--- config.mk ---
export PLATFORM = sky130hd
export DESIGN_NAME = acq_peak_search
export DESIGN_NICKNAME = d
export VERILOG_FILES = /design/src/rtl/acq_peak_search.sv
export SDC_FILE = /design/constraint.sdc
export NUM_CORES = 1
export LEC_CHECK = 0
export BUFFER_PORTS_ARGS = -buffer_cell sky130_fd_sc_hd__buf_4
export CAP_MARGIN = 0
export CORE_ASPECT_RATIO = 1.4
export CORE_MARGIN = 1.5
export CORE_UTILIZATION = 45
export CTS_CLUSTER_DIAMETER = 60
export DETAILED_ROUTE_END_ITERATION = 12
export PLACE_DENSITY = 0.64
export SLEW_MARGIN = 20
export SYNTH_ARGS = -nofsm -noshare
export SYNTH_HDL_FRONTEND = slang
export SYNTH_SLANG_ARGS = --single-unit
--- constraint.sdc ---
create_clock -name clk -period 12.1 [get_ports clk]
set_input_delay 2.42 -clock clk [delete_from_list [all_inputs] [get_ports clk]]
set_output_delay 2.42 -clock clk [all_outputs]
set_load 0.02 [all_outputs]
--- src/rtl/acq_peak_search.sv ---
module acq_peak_search #(
  parameter int NUM_BINS = 41,
  parameter int PHASES   = 10000,
  parameter int FFT_LEN  = 16384,
  parameter int MAG_W    = 24,
  parameter int EXCL     = 10,
  parameter int DOP_MIN  = -5000,
  parameter int DOP_STEP = 250,
  parameter int HZ_W     = 16,
  localparam int BIN_W   = $clog2(NUM_BINS),
  localparam int PH_W    = $clog2(PHASES),
  localparam int POS_W   = $clog2(FFT_LEN)
) (
  input  logic                   clk,
  input  logic                   rst_n,
  input  logic                   start,
  input  logic                   mag_valid,
  input  logic [MAG_W-1:0]       mag_data,
  output logic                   busy,
  output logic                   done,
  output logic [BIN_W-1:0]       bin_idx,
  output logic signed [HZ_W-1:0] carrier_hz,
  output logic [BIN_W-1:0]       res_bin,
  output logic [PH_W-1:0]        res_phase,
  output logic [MAG_W-1:0]       res_peak,
  output logic                   res_acq
);

  localparam logic [POS_W-1:0] POS_LAST = POS_W'(FFT_LEN - 1);
  localparam logic [BIN_W-1:0] BIN_LAST = BIN_W'(NUM_BINS - 1);
  localparam logic [POS_W:0]   PH_LIM   = (POS_W+1)'(PHASES);
  localparam logic [PH_W:0]    EXCL_V   = (PH_W+1)'(EXCL);
  localparam logic [PH_W:0]    WRAP_V   = (PH_W+1)'(PHASES - EXCL);

  logic [POS_W-1:0] pos;
  logic [MAG_W-1:0] best_v, sec_v, best_vn, sec_vn;
  logic [BIN_W-1:0] best_b, best_bn;
  logic [PH_W-1:0]  best_p, best_pn, cur_p;
  logic             take, in_data, near_cur;
  logic [MAG_W+1:0] twice_best, thrice_sec;
  int               hz_i;

  function automatic logic near(input logic [PH_W-1:0] a, input logic [PH_W-1:0] b);
    logic [PH_W:0] d;
    d = (a > b) ? ({1'b0, a} - {1'b0, b}) : ({1'b0, b} - {1'b0, a});
    return (d <= EXCL_V) || (d >= WRAP_V);
  endfunction

  assign take     = busy & mag_valid;
  assign in_data  = {1'b0, pos} < PH_LIM;
  assign cur_p    = pos[PH_W-1:0];
  assign near_cur = (bin_idx == best_b) && near(cur_p, best_p);

  always_comb hz_i = DOP_MIN + DOP_STEP * int'(bin_idx);
  assign carrier_hz = hz_i[HZ_W-1:0];

  always_comb begin
    best_vn = best_v;
    best_bn = best_b;
    best_pn = best_p;
    sec_vn  = sec_v;
    if (take && in_data) begin
      if (mag_data > best_v) begin
        best_vn = mag_data;
        best_bn = bin_idx;
        best_pn = cur_p;
        if (!near_cur) sec_vn = best_v;
      end else if (!near_cur && mag_data > sec_v) begin
        sec_vn = mag_data;
      end
    end
  end

  assign twice_best = {1'b0, best_vn, 1'b0};
  assign thrice_sec = {1'b0, sec_vn, 1'b0} + {2'b00, sec_vn};

  always_ff @(posedge clk) begin
    if (!rst_n) begin
      busy      <= 1'b0;
      done      <= 1'b0;
      bin_idx   <= '0;
      pos       <= '0;
      best_v    <= '0;
      best_b    <= '0;
      best_p    <= '0;
      sec_v     <= '0;
      res_bin   <= '0;
      res_phase <= '0;
      res_peak  <= '0;
      res_acq   <= 1'b0;
    end else if (start && !busy) begin
      busy    <= 1'b1;
      done    <= 1'b0;
      bin_idx <= '0;
      pos     <= '0;
      best_v  <= '0;
      best_b  <= '0;
      best_p  <= '0;
      sec_v   <= '0;
    end else if (take) begin
      best_v <= best_vn;
      best_b <= best_bn;
      best_p <= best_pn;
      sec_v  <= sec_vn;
      if (pos == POS_LAST) begin
        pos <= '0;
        if (bin_idx == BIN_LAST) begin
          busy      <= 1'b0;
          done      <= 1'b1;
          bin_idx   <= '0;
          res_bin   <= best_bn;
          res_phase <= best_pn;
          res_peak  <= best_vn;
          res_acq   <= twice_best >= thrice_sec;
        end else begin
          bin_idx <= bin_idx + 1'b1;
        end
      end else begin
        pos <= pos + 1'b1;
      end
    end
  end

endmodule

Word-level counts from Yosys, hierarchy flattened
Cells that the tools add are included. Widths: inputs -> output; s select.

Output and inout port bits: 69. Register bits after elaboration: 135.

Add/subtract/negate cells: 6. Magnitude comparators: 7. $mul: 1. Eq/ne operators: 3. Bitwise logic cells: 3. Multiplexer cells: 17. Reductions and logical operators: 15.

Operators by type and width (count): $mux 24 (6); $gt 24x24->1 (2); $mux 14 (3); $sub 14x14->15 (2); $add 25x24->26 (1); $ge 25x26->1 (1); $mux 6 (3); $add 14x15->16 const A (1); $ge 15x14->1 const B (1); $le 15x4->1 const B (1); $mux 15 (1); $add 14x1->14 const B (1); $eq 14x14->1 const B (1); $gt 14x14->1 (1); $lt 14x14->1 const B (1); $mul 7x6->13 const A (1); $add 6x1->6 const B (1); $eq 6x6->1 (1); $eq 6x6->1 const B (1); $reduce_and 3->1 (2); $reduce_bool 2->1 (3); $logic_and 1x1->1 (4); $mux 1 (4); $reduce_and 4->1 (1); 6 further kinds (8).

Depth between registers and ports, before layout
Depth in word-level cells: 12. Gate-level depth with buffers: 40. Gate-level depth less buffers: 39.

Worst setup path after synthesis
Ideal clock, no wire load.

Kind: in2reg. Start: input mag_data[14]. End: register res_acq. Library setup time: 0.114 ns. Path slack: 3.785 ns. Arrival time: 8.201 ns. Stages: 34. Path buffers: 2. Required time: 11.986 ns. Cells stage by stage: ha_1 > nand4_1 > or2_2 > nor4_1 > inv_1 > o21ai_0 > and2_1 > clkbuf_1 > clkbuf_1 > nor3_1 > a221o_1 > ha_1 > a21o_1 > a21oi_1 > o21bai_1 > a21oi_1 > o21bai_1 > a21oi_1 > o21ai_0 > o21ai_0 > nand2b_1 > xnor2_1 > ha_1 > a21o_1 > a21o_1 > a21oi_1 > nor2b_1 > o21ai_0 > nand2b_1 > a21oi_1 > nor2_1 > a2111oi_0 > a31oi_1 > a21o_1.

Cells in the longest elaborated chain, start to end: 7.

Ends and longest elaborated chain: start: declaration (RTL line 18) `input logic [MAG_W-1:0] mag_data,`; $gt 24x24->1 (RTL line 68) `end else if (!near_cur && mag_data > sec_v) begin`; $logic_and 1x1->1 (RTL line 68); $mux 24 (RTL line 68); $mux 24 * (RTL line 63) `if (mag_data > best_v) begin`; $mux 24 * (RTL line 62) `if (take && in_data) begin`; named net sec_vn[2] (RTL line 36) `logic [MAG_W-1:0] best_v, sec_v, best_vn, sec_vn;`; $add 25x24->26 * (RTL line 75) `assign thrice_sec = {1'b0, sec_vn, 1'b0} + {2'b00, sec_vn};`; $ge 25x26->1 * (RTL line 114) `res_acq <= twice_best >= thrice_sec;`; end signal: assignment (RTL line 114); end: declaration (RTL line 26) `output logic res_acq`.

The timed path passes the listed nets; every way through them passes the cells marked *. A chain may end at the register's enable or synchronous reset.

Worst setup path after layout
Same ends and word-level chain as after synthesis.

==> impl_metrics.json <==
{
  "p_int_uw": 855,
  "ys_top_cells_by_count": "150 x ha_1, 136 x nand2_1, 135 x dfxtp_1",
  "drive_gt1_frac": 0.106,
  "p_clk_frac": 0.440,
  "grt_pass1_wl_um": 49200,
  "cpPeakStageDelay_ns": 0.80,
  "end_kind": "flop",
  "row_count": 67,
  "syn2layout_area_growth_pct": 13.4,
  "die_area_mm2": 0.0256,
  "nets": 1651,
  "clkSlewWorstSetupHoldPaths_ns": 0.07,
  "firstDrtPassIters": 5,
  "synthFlopType": "dfxtp_1",
  "via_per_inst": 5.56,
  "powerDensity_mw_per_mm2": 95.8,
  "cp_top_family": "compound AO/OA/AOI/OAI gates",
  "port-buffer-count": 95,
  "ir_drop_v": 0.000108,
  "synth_cell_types": 74,
  "async_flop_share": 0,
  "cts.path.max_buffers": 2,
  "grt_pass1_vias": 9737,
  "design_area_mm2": 0.0126,
  "fin_crit_ns": 9.51,
  "synth_cells": 1394,
  "fillerInstances": 2313,
  "io_pins": 97,
  "crit_path_frequent_cell": "a21oi_1",
  "antenna_found_initial": 0,
  "h-tree-depth": 4,
  "cp_slowest_cell": "nand3_1",
  "dpl_cell_area_mm2": 0.0120,
  "grt_max_degree": 53,
  "cts.sinks": 135,
  "post-route-period-util": 0.786,
  "fin_tns_setup_ns": 0,
  "synth_top_area_cell": "dfxtp_1",
  "max_slew.worst_pin.slew_ns": 0.965,
  "finalNonFillerCells": 1779,
  "syn_area_mm2": 0.0111,
  "dp_hpwl_um": 23200,
  "min_path_type": "reg -> reg",
  "setup_viol": 0,
  "critPathLaunchType": "input pin",
  "status": "complete, no violations",
  "slew-limit-headroom": 0.356,
  "gr-usage-all-layers": 0.246,
  "crit_type": "in -> reg",
  "design.core.area_mm2": 0.0241,
  "skew_ns": 0.0148,
  "syn_area_per_cell_um2": 7.95,
  "cts_made_buffers": 17,
  "hold_viol": 0,
  "ys_ff_latch": 135,
  "antenna_cells": 0,
  "rsz0062_at_grt": "no",
  "dieWidth_um": 136,
  "initial_core_util": 0.461,
  "synth_top_cells_by_area": "dfxtp_1 24%, ha_1 17%, nand2_1 4.6%, inv_1 4.3%, nor2_1 4.0%",
  "ys_seq_area_frac": 0.244,
  "dpl.cell_count": 1748,
  "cp_num_buf_inv": 2,
  "synth_edf_count": 0,
  "postCtsHoldBufs": 0,
  "wl_per_cell_um": 17.3,
  "gp_congestion": 0.899,
  "fmax_ghz": 0.105,
  "p_leak_uw": 0.00559,
  "slew_violations": 0,
  "combinationalPowerShare": 0.184,
  "post_cts_buffers": 0,
  "syn_nets": 1588,
  "pwr-share-seq": 0.376,
  "cts_tree": "yes",
  "worst_skew_pair.late_latency_ns": 0.44,
  "gr-total-overflow": 0,
  "drt_iter0_drc": 518,
  "die_y_um": 189,
  "crit_arrival_ns": 9.85,
  "antenna_left": 0,
  "synth_top_cell_area_share": 0.244,
  "drcViolationCount": 0,
  "num_vias": 9892,
  "wirelength_um": 30700,
  "root_buffer": "clkbuf_16",
  "swShare": 0.290,
  "yosysWarnings": 0,
  "synth_most_common_cell": "ha_1",
  "drv_cap": 0,
  "p_sw_uw": 349,
  "path_max_fanout": 19,
  "cts.repair.resized": 0,
  "worstPathRequired_ns": 12.44
}
[power groups by stage]
stage	clock network, uW	logic [uW]	registers, uW
finish	530	222	452
global route	556	245	453
CTS	538	221	452
detailed placement	0	219	462
global placement	0	218	462
floorplan	0	157	461
[stage by stage]
step                utilization  total power (uW)  hold WS, ns  worst slack, ns
detailed placement        0.498               681        0.459             2.27
finish                    0.523              1200        0.463             2.59
global placement          0.498               680        0.454             2.52
CTS                       0.523              1210        0.467             2.73
global route              0.523              1250        0.485             1.95
floorplan                     -               618        0.482             3.78
[cells by family after synthesis]
family	synth area share
AO/OA/AOI/OAI	0.187
multiplexers	0.0307
XOR/XNOR	0.0545
adder cells (fa/ha/maj)	0.198
other	0.000338
flip-flops	0.244
AND/OR/NAND/NOR	0.217
buffers and inverters	0.0676
[cell usage in the layout (no fill, tap or decap), types with 11 or more instances in the layout]
master,instances
nand4_1,24
nor2_1,118
a21boi_0,25
nand2_1,136
fa_1,16
a21oi_1,72
ha_1,150
xor2_1,29
inv_1,126
nand3_1,22
nor3_1,41
a211o_1,14
o21a_1,11
nor4_1,20
xnor2_1,40
dfxtp_1,135
mux2i_1,34
clkbuf_16,17
a21o_1,33
o21ai_0,73
and2_1,55
buf_4,103
and3_1,18
[worst reg2reg max path: cells and delay by family (launching register included)]
| kind | cells | cell delay (ns) |
|---|---|---|
| AOI/OAI and AO/OA | 23 | 5.76 |
| xor gates and xnor gates | 1 | 0.18 |
| adders and majority gates | 3 | 1.00 |
| buffers and inverters | 1 | 0.05 |
| DFF | 1 | 0.36 |
| muxes | 1 | 0.32 |
| and+or+nand+nor | 7 | 1.61 |
[cell type report]
cell class	count	area, um^2	share of cell area
multi-input combinational	1074	7650	0.608
timing repair buffer	103	773	0.0615
sequential	135	2700	0.215
tap	310	388	0.0308
clock buffer	20	467	0.0371
clock inverter	11	123	0.00975
inverter	126	473	0.0376
[layer usage]
layer / up-vias / part of all wire / GRT usage
met4: 0 / 0.038 / 0.111
li1: 4976 / - / -
met1: 4655 / 0.42 / 0.281
met5: - / 0 / 0
met3: 62 / 0.032 / 0.0355
met2: 199 / 0.52 / 0.445
[registers in the layout, summed over array words and instances (netlist names)]
| name | flops |
|---|---|
| res_peak | 24 |
| res_phase | 14 |
| done | 1 |
| best_b | 6 |
| cur_p | 14 |
| best_p | 14 |
| res_bin | 6 |
| bin_idx | 6 |
| busy | 1 |
| best_v | 24 |
| sec_v | 24 |
| res_acq | 1 |
[path summary, 6_finish.rpt]
check / startpoint / endpoint / slack, ns / cells past startpoint
max: mag_data[14] / res_acq / 2.59 / 33
min: res_peak[6] / res_peak[6] / 0.46 / 2
max reg2reg: best_p[4] / res_acq / 2.75 / 36
min reg2reg: res_peak[6] / res_peak[6] / 0.46 / 2
Note: power is estimated with default switching activity, not from simulation.
